`src/rtl/fifo_ring_pkg.sv`:
```
package fifo_ring_pkg;

    // Token ownership held by one segment.
    typedef struct packed {
        logic wr_tok;
        logic rd_tok;
    } seg_tokens_t;

    // Pointer width for a storage array of the given depth.
    function automatic int ptr_bits(input int depth);
        return (depth > 1) ? $clog2(depth) : 1;
    endfunction

    // Index of the ring neighbour that feeds segment idx.
    function automatic int ring_prev(input int idx, input int count);
        return (idx + count - 1) % count;
    endfunction

endpackage

```
`src/rtl/fifo_ring_segment.sv`:
```
module fifo_ring_segment
    import fifo_ring_pkg::*;
#(
    parameter int DATA_W = 18,
    parameter int DEPTH  = 8
) (
    input  logic              clk,
    input  logic              rst,
    input  logic              first_sel,
    input  logic              wr_en,
    input  logic [DATA_W-1:0] wr_data,
    input  logic              rd_en,
    input  logic              wr_tok_in,
    input  logic              rd_tok_in,
    output logic              wr_tok_out,
    output logic              rd_tok_out,
    output logic              full_n,
    output logic              empty_n,
    output logic              owns_wr,
    output logic              owns_rd,
    output logic [DATA_W-1:0] head_data
);
    localparam int PW = ptr_bits(DEPTH);
    localparam int CW = $clog2(DEPTH + 1);
    localparam logic [PW-1:0] LAST_LOC = PW'(DEPTH - 1);

    logic [DATA_W-1:0] store [DEPTH];
    logic [PW-1:0]     wptr, rptr;
    logic [CW-1:0]     fill;
    seg_tokens_t       tok;
    logic              seg_full, seg_empty, wr_fire, rd_fire;

    assign seg_full   = (fill == CW'(DEPTH));
    assign seg_empty  = (fill == '0);
    assign wr_fire    = wr_en & tok.wr_tok & ~seg_full;
    assign rd_fire    = rd_en & tok.rd_tok & ~seg_empty;
    assign wr_tok_out = wr_fire & (wptr == LAST_LOC);
    assign rd_tok_out = rd_fire & (rptr == LAST_LOC);

    assign full_n    = ~(tok.wr_tok & seg_full);
    assign empty_n   = ~(tok.rd_tok & seg_empty);
    assign owns_wr   = tok.wr_tok;
    assign owns_rd   = tok.rd_tok;
    assign head_data = tok.rd_tok ? store[rptr] : '0;

    always_ff @(posedge clk) begin
        if (rst) begin
            tok  <= '{wr_tok: first_sel, rd_tok: first_sel};
            wptr <= '0;
            rptr <= '0;
            fill <= '0;
        end else begin
            tok.wr_tok <= wr_tok_in | (tok.wr_tok & ~wr_tok_out);
            tok.rd_tok <= rd_tok_in | (tok.rd_tok & ~rd_tok_out);
            if (wr_tok_out || wr_tok_in) wptr <= '0;
            else if (wr_fire)            wptr <= wptr + 1'b1;
            if (rd_tok_out || rd_tok_in) rptr <= '0;
            else if (rd_fire)            rptr <= rptr + 1'b1;
            fill <= fill + CW'(wr_fire) - CW'(rd_fire);
        end
    end

    always_ff @(posedge clk) begin
        if (wr_fire) store[wptr] <= wr_data;
    end

    // a segment never holds more than its depth
    assert_no_overflow_R3: assert property (@(posedge clk) disable iff (rst)
        fill <= CW'(DEPTH));

    // an incoming write hand-off yields ownership on the next edge
    assert_wr_take_R7: assert property (@(posedge clk) disable iff (rst)
        wr_tok_in |=> owns_wr);

    // an outgoing read hand-off (not looped back) releases ownership
    assert_rd_release_R7: assert property (@(posedge clk) disable iff (rst)
        (rd_tok_out && !rd_tok_in) |=> !owns_rd);

endmodule

```
`src/rtl/fifo_ring_merge.sv`:
```
module fifo_ring_merge #(
    parameter int DATA_W    = 18,
    parameter int SEG_COUNT = 3
) (
    input  logic [SEG_COUNT-1:0]             seg_full_n,
    input  logic [SEG_COUNT-1:0]             seg_empty_n,
    input  logic [SEG_COUNT-1:0][DATA_W-1:0] seg_head,
    output logic                             full_n,
    output logic                             empty_n,
    output logic [DATA_W-1:0]                head
);
    // Each segment qualifies its flags by token ownership, so a plain
    // AND of the active-low flags yields the holder's state.
    assign full_n  = &seg_full_n;
    assign empty_n = &seg_empty_n;

    always_comb begin
        head = '0;
        for (int i = 0; i < SEG_COUNT; i++) head = head | seg_head[i];
    end
endmodule

```
`src/rtl/fifo_ring_top.sv`:
```
module fifo_ring_top
    import fifo_ring_pkg::*;
#(
    parameter int DATA_W    = 18,
    parameter int SEG_DEPTH = 8,
    parameter int SEG_COUNT = 3
) (
    input  logic              clk,
    input  logic              rst,
    input  logic              wr_en,
    input  logic [DATA_W-1:0] wr_data,
    input  logic              rd_en,
    output logic [DATA_W-1:0] rd_data,
    output logic              empty_n,
    output logic              full_n
);
    logic [SEG_COUNT-1:0]             wxo, rxo, wxi, rxi;
    logic [SEG_COUNT-1:0]             s_full_n, s_empty_n, s_wtok, s_rtok;
    logic [SEG_COUNT-1:0][DATA_W-1:0] s_head;
    logic [DATA_W-1:0]                head;

    for (genvar i = 0; i < SEG_COUNT; i++) begin : g_seg
        localparam int PREV = ring_prev(i, SEG_COUNT);
        assign wxi[i] = wxo[PREV];
        assign rxi[i] = rxo[PREV];

        fifo_ring_segment #(.DATA_W(DATA_W), .DEPTH(SEG_DEPTH)) i_seg (
            .clk        (clk),
            .rst        (rst),
            .first_sel  (1'(i == 0)),
            .wr_en      (wr_en),
            .wr_data    (wr_data),
            .rd_en      (rd_en),
            .wr_tok_in  (wxi[i]),
            .rd_tok_in  (rxi[i]),
            .wr_tok_out (wxo[i]),
            .rd_tok_out (rxo[i]),
            .full_n     (s_full_n[i]),
            .empty_n    (s_empty_n[i]),
            .owns_wr    (s_wtok[i]),
            .owns_rd    (s_rtok[i]),
            .head_data  (s_head[i])
        );
    end

    fifo_ring_merge #(.DATA_W(DATA_W), .SEG_COUNT(SEG_COUNT)) i_merge (
        .seg_full_n  (s_full_n),
        .seg_empty_n (s_empty_n),
        .seg_head    (s_head),
        .full_n      (full_n),
        .empty_n     (empty_n),
        .head        (head)
    );

    always_ff @(posedge clk) begin
        if (rst)                    rd_data <= '0;
        else if (rd_en && empty_n)  rd_data <= head;
    end

    // exactly one write-token and one read-token owner
    assert_wr_tok_onehot_R6: assert property (@(posedge clk) disable iff (rst)
        $onehot(s_wtok));
    assert_rd_tok_onehot_R6: assert property (@(posedge clk) disable iff (rst)
        $onehot(s_rtok));

    // reset leaves the buffer empty and not full
    assert_reset_state_R1: assert property (@(posedge clk)
        rst |=> (!empty_n && full_n && rd_data == '0));

    // a read while empty leaves the output untouched
    assert_empty_read_R4: assert property (@(posedge clk) disable iff (rst)
        (!empty_n && rd_en) |=> $stable(rd_data));

    // while full, no hand-off of the write token can occur
    assert_full_no_wr_R3: assert property (@(posedge clk) disable iff (rst)
        !full_n |-> (wxo == '0));

endmodule

```
`config.mk`:
```
export PLATFORM = sky130hd
export DESIGN_NAME = fifo_ring_top
export DESIGN_NICKNAME = d
export VERILOG_FILES = /design/src/rtl/fifo_ring_pkg.sv /design/src/rtl/fifo_ring_segment.sv /design/src/rtl/fifo_ring_merge.sv /design/src/rtl/fifo_ring_top.sv
export SDC_FILE = /design/constraint.sdc
export NUM_CORES = 1
export LEC_CHECK = 0
export BUFFER_PORTS_ARGS = -buffer_cell sky130_fd_sc_hd__buf_2
export CORE_ASPECT_RATIO = 0.75
export CORE_MARGIN = 10
export CORE_UTILIZATION = 41
export DETAILED_ROUTE_END_ITERATION = 12
export GPL_TIMING_DRIVEN = 0
export SLEW_MARGIN = 20
export SYNTH_ARGS = -nofsm -noshare
export SYNTH_HDL_FRONTEND = slang
export SYNTH_HIERARCHICAL = 1
export SYNTH_SLANG_ARGS = --single-unit
export TNS_END_PERCENT = 10
```
`constraint.sdc`:
```
create_clock -name clk -period 7.05 [get_ports clk]
set_input_delay 1.7625 -clock clk [delete_from_list [all_inputs] [get_ports clk]]
set_output_delay 1.7625 -clock clk [all_outputs]
set_load 0.1 [all_outputs]
```
# ---- After elaboration in Yosys (flattened, before gate mapping)
# Memory sizes are Yosys's and may differ from the RTL's. A register that Yosys moved wholly into a read port is not among the register bits.
# Cells that the tools add are included.
dict set report totals {
  reg_bits 54
  ram_bits 432
  inputBits 22
  out_inout_bits 20
  elab_cells 129
  mem_count 3
}
# memory depth word_bits read_ports rd_ports_with_merged_regs wr line_no
set mem_list {}
lappend mem_list {{g_seg[0].i_seg.store} 8 18 1 1 1 fifo_ring_segment.sv:27} ;# logic [DATA_W-1:0] store [DEPTH];
lappend mem_list {{g_seg[1].i_seg.store} 8 18 1 1 1 fifo_ring_segment.sv:27}
lappend mem_list {{g_seg[2].i_seg.store} 8 18 1 1 1 fifo_ring_segment.sv:27}
dict set report classes {
  addsub 12
  eq_ne 9
  mux 15
  bitwise_logic 56
  reduce_logical 18
}
# op count
set ops {}
lappend ops {{$mux W18} 3}
lappend ops {{$or A18 B18 Y18} 2}
lappend ops {{$and A1 B1 Y1} 30}
lappend ops {{$add A3 B1 Y3 const B} 6}
lappend ops {{$eq A3 B3 Y1 const B} 6}
lappend ops {{$mux W3} 6}
lappend ops {{$not A1 Y1} 18}
lappend ops {{$add A4 B1 Y4} 3}
lappend ops {{$eq A4 B4 Y1 const B} 3}
lappend ops {{$logic_not A4 Y1} 3}
lappend ops {{$reduce_or A2 Y1} 6}
lappend ops {{$sub A4 B1 Y4} 3}
lappend ops {{$logic_or A1 B1 Y1} 6}
lappend ops {{$mux W1} 6}
lappend ops {{$or A1 B1 Y1} 6}
lappend ops {{$reduce_and A3 Y1} 2}
lappend ops {{$logic_and A1 B1 Y1} 1}

# ---- Longest topological paths before layout
dict set report depth {
  depth_word 7
  depth_mapped 11
  mapped_depth_nobuf 11
}

# ---- Cells and area by module
# Netlist, hierarchy kept.
# module n_inst cells_per_inst area_per_inst_um2 seq_area_each_um2
set by_module_without_submodules {}
lappend by_module_without_submodules {fifo_ring_segment 3 364 6470.0 4624.4}
lappend by_module_without_submodules {fifo_ring_top 1 84 857.1 360.3}
lappend by_module_without_submodules {fifo_ring_merge 1 20 125.1 0.0}

# ---- Least setup slack after synthesis
# OpenSTA, ideal clock, no wires.
dict set report synth_path {
  kind {input -> register}
  from {input wr_en}
  to {memory g_seg[0].i_seg.store[0][0] (enable)}
  setup_ns 0.439
  arrival_ns 3.822
  t_required_ns 6.611
  setup_slack_ns 2.789
  cell_stages 3
  n_path_buf 0
  path_cell_list {and2_1 nand2_1 nor4_1}
}
dict set report synth_via {
  elab_chain_cells 4
}
# element line_no
set synth_lines {}
lappend synth_lines {{start, declared} fifo_ring_top.sv:10} ;# input logic wr_en,
lappend synth_lines {{$and A1 B1 Y1 (2 in a row)} fifo_ring_segment.sv:35} ;# assign wr_fire = wr_en & tok.wr_tok & ~seg_full;
lappend synth_lines {{$mux W1} fifo_ring_segment.sv:64} ;# if (wr_fire) store[wptr] <= wr_data;
lappend synth_lines {{$mux W1 (implied by the code)} fifo_ring_segment.sv:64}
lappend synth_lines {{end, declared} fifo_ring_segment.sv:27}
# No other way between the ends.

# ---- Worst setup path in the final report
dict set report layout_path {
  from {register g_seg[0].i_seg.fill[2]}
  to {output empty_n}
}
dict set report layout_via {
  elab_chain_cells 4
}
# element line_no
set layout_lines {}
lappend layout_lines {{start, declared} fifo_ring_segment.sv:29} ;# logic [CW-1:0] fill;
lappend layout_lines {{start signal, assigned} fifo_ring_segment.sv:59} ;# fill <= fill + CW'(wr_fire) - CW'(rd_fire);
lappend layout_lines {{$logic_not A4 Y1} fifo_ring_segment.sv:34} ;# assign seg_empty = (fill == '0);
lappend layout_lines {{$and A1 B1 Y1} fifo_ring_segment.sv:41} ;# assign empty_n = ~(tok.rd_tok & seg_empty);
lappend layout_lines {{$not A1 Y1} fifo_ring_segment.sv:41}
lappend layout_lines {{net s_empty_n[0]} fifo_ring_top.sv:18} ;# logic [SEG_COUNT-1:0] s_full_n, s_empty_n, s_wtok, s_rtok;
lappend layout_lines {{$reduce_and A3 Y1} fifo_ring_merge.sv:15} ;# assign empty_n = &seg_empty_n;
lappend layout_lines {{end, declared} fifo_ring_top.sv:14} ;# output logic empty_n,
# The timed path passes the listed nets, and every way through them passes these cells.

==> out/results.ini <==
[pwr]
switching_power_uw = 2040
clock_power_share = 0.335
power_density_nw_per_um2 = 306
p_sw_frac = 0.286
ir_drop_uv = 200
internal_power_uw = 5090
p_leak_uw = 0.00779
p_comb_frac = 0.187
seq_power_share = 0.478

[worst_setup_path]
r2r_start = g_seg[2].i_seg/fill[2]$_SDFF_PP0_
worstPathArrival_ns = 2.37
startpoint = g_seg[0].i_seg/fill[2]$_SDFF_PP0_
required_ns = 5.29
r2r_end = g_seg[2].i_seg/fill[3]$_SDFF_PP0_
startpoint_type = flip-flop
r2r_setup_slack_ns = 4.30
cp_max_fo = 9
crit_type = reg2out
rr_worst_depth = 10
cp-end-kind = output port
cp-endpoint = empty_n

[cts]
ctsHoldBuffers = 0
clk_pin_slew_ns = 0.06
cts_root_buffer = clkbuf_16
clk_path_buf_depth = 3
clock-sinks = 495
post_cts_buffers = 0
h-tree-depth = 2
cts_tree = built
insertion_delay_ns = 0.56
cts_resized = 0
cts_made_buffers = 47

[sta]
min_period_ns = 4.13
max_slew_margin = 0.468
fin_skew_ns = 0.0136
tightestPinTransition_ns = 0.798
setup_viol = 0
slew_viol_final = 0
clock.fmax_mhz = 242
setup_ws_ns = 2.92
fin_tns_setup_ns = 0
holdWs_ns = 0.497
grt_setup_unrepaired = false
post-route-period-util = 0.586
hold_viol_final = 0

[route]
viasPerCell = 5.30
drcViolationCount = 0
drt_wl_total_mm = 41.5
final_antenna_net_count = 0
dr.pass1.iters = 6
avgRoutedWirePerCell_um = 20.6
drtIter0Drc = 796
vias = 10666

[grt]
grt_pass1_wl_mm = 64.0
grt_pass1_vias = 10815
grt_overflow = 0
grt_util_all_layers = 0.138
antenna_found_initial = 2
grt_max_degree = 25

[placed_design]
dp_slack_ns = 3.25
dp_hpwl_mm = 29.6
finalWeightedCongestion = 0.811
port-buffer-count = 40

[logic_synthesis]
yosys.area.top_type = edfxtp_1
post_synth_inst_count = 1196
ys.flop_type = edfxtp_1
yosysTopAreaCellShare = 0.636
yosysMostFrequentCell = edfxtp_1
synth_area_per_cell_um2 = 17.1
netlist_area_um2 = 20400
synthTopCellsByArea = edfxtp_1, dfxtp_1, mux4_1, mux2_2, mux4_2
synth_edf_count = 432
synth.distinct_cells = 45
synth_common_cells = edfxtp_1, inv_1, o21ai_0
yosysSeqAreaShare = 0.698
ys_seq_elements = 495
async_flop_share = 0
synth-warning-count = 6

[finish]
final-seq-area_um2 = 14200
finalNetCount = 1382
area_delta_synth_final_pct = 14.2
nFillCells = 4188
layout-drive-gt1-share = 0.264
multi_input_area_um2 = 5550

[die]
die_h_um = 213
start_util = 0.417
die_width_um = 278
num_rows = 70
die_area_um2 = 59200
coreArea_um2 = 49000
ios = 42

[flow_run]
cap_viol_max_count = 0

[status]
status = completed

[min_path]
hp-class = reg2reg

## critical path: stages, from the launching register on
cell     delay [ns]
dfxtp_1        0.30
inv_1          0.06
ha_1           0.19
nor3b_2        0.20
nand2_1        0.11
and3_1         0.42
buf_2          0.51
## flip-flops by register name, summed over array words and instances, names as in the netlist, named ones only
register	flops
g_seg.i_seg/owns_wr	3
rd_data	18
g_seg.i_seg/wptr	9
g_seg.i_seg/rptr	9
g_seg.i_seg/store	432
g_seg.i_seg/fill	12
g_seg.i_seg/owns_rd	3
## cell usage in the layout (no fill, tap or decap), types with 6 or more instances in the layout
cell type	n
nand2_1	21
a221oi_2	27
inv_1	75
mux2_2	57
nand4_1	6
or4b_1	6
mux4_2	27
clkbuf_16	50
o21ai_0	75
buf_6	25
nand3_1	21
edfxtp_1	432
mux2i_1	54
ha_1	30
dfxtp_1	63
a221oi_1	27
nand2b_1	6
clkbuf_1	23
a21bo_2	6
or4_1	6
buf_2	56
nor2_2	11
nor2_1	21
nor3_2	12
mux4_1	27
a21oi_2	12
and2_1	6
a21oi_1	36
buf_4	37
clkinv_2	10
nor2b_1	9
or3_1	18
a21bo_1	12
or2_2	6
## per-stage QoR
stage	cells	instance area (µm²)	utilization	total power (µW)
3_5_place_dp	1926	21800	0.446	4810
2_1_floorplan	1197	20400	-	4440
3_3_place_gp	1885	21400	0.437	4770
4_1_cts	2013	23300	0.476	7190
6_report	2014	23300	0.476	7130
5_1_grt	2013	23300	0.476	7420
## cell type report
| type | count | share of cell area |
|---|---|---|
| flip-flops and latches | 495 | 0.611 |
| clock buffers | 68 | 0.0581 |
| multi-input cells | 572 | 0.238 |
| inverters | 75 | 0.0121 |
| repair buffers | 81 | 0.0221 |
| well taps | 648 | 0.0348 |
| plain buffers | 55 | 0.0189 |
| clock inverters | 19 | 0.00430 |
| diodes | 1 | 0.000107 |
## power by group through the flow
| stage | Combinational, µW | Clock (µW) | Sequential [µW] |
|---|---|---|---|
| final | 1340 | 2390 | 3400 |
| after global routing | 1450 | 2560 | 3420 |
| after CTS | 1350 | 2440 | 3410 |
| after detailed placement | 1340 | 0 | 3470 |
| after global placement | 1300 | 0 | 3460 |
| after floorplan | 735 | 0 | 3710 |
## cell families after synthesis
group | Yosys count | synth area share
compound gates | 201 | 0.0749
other cells | 2 | 0.000368
simple gates | 167 | 0.0461
xor+xnor | 3 | 0.00129
mux | 165 | 0.123
buf+inv | 130 | 0.0354
fa+ha+maj | 33 | 0.0214
flops | 495 | 0.698
## worst min path at each step
stage	end	cells past startpoint	startpoint
final	flip-flop	2	g_seg[0].i_seg/rptr[2]$_SDFFE_PP0P_
after detailed placement	flip-flop	2	g_seg[1].i_seg/rptr[2]$_SDFFE_PP0P_
after global routing	flip-flop	2	g_seg[2].i_seg/rptr[2]$_SDFFE_PP0P_
after CTS	flip-flop	2	g_seg[2].i_seg/rptr[2]$_SDFFE_PP0P_
after global placement	g_seg[2].i_seg/rptr[2]$_SDFFE_PP0P_	2	g_seg[2].i_seg/rptr[2]$_SDFFE_PP0P_
after floorplan	flip-flop	2	g_seg[0].i_seg/rptr[1]$_SDFFE_PP0P_
## per-layer routing
metal	GRT usage	vias up	part of all wire	wire length (µm)
li1	-	4981	-	-
met5	0	-	0.00031	13
met3	0.0223	58	0.047	1930
met2	0.209	207	0.44	18300
met1	0.205	5418	0.49	20500
met4	0.0346	2	0.019	775
Power figures use the tool's default switching activity.
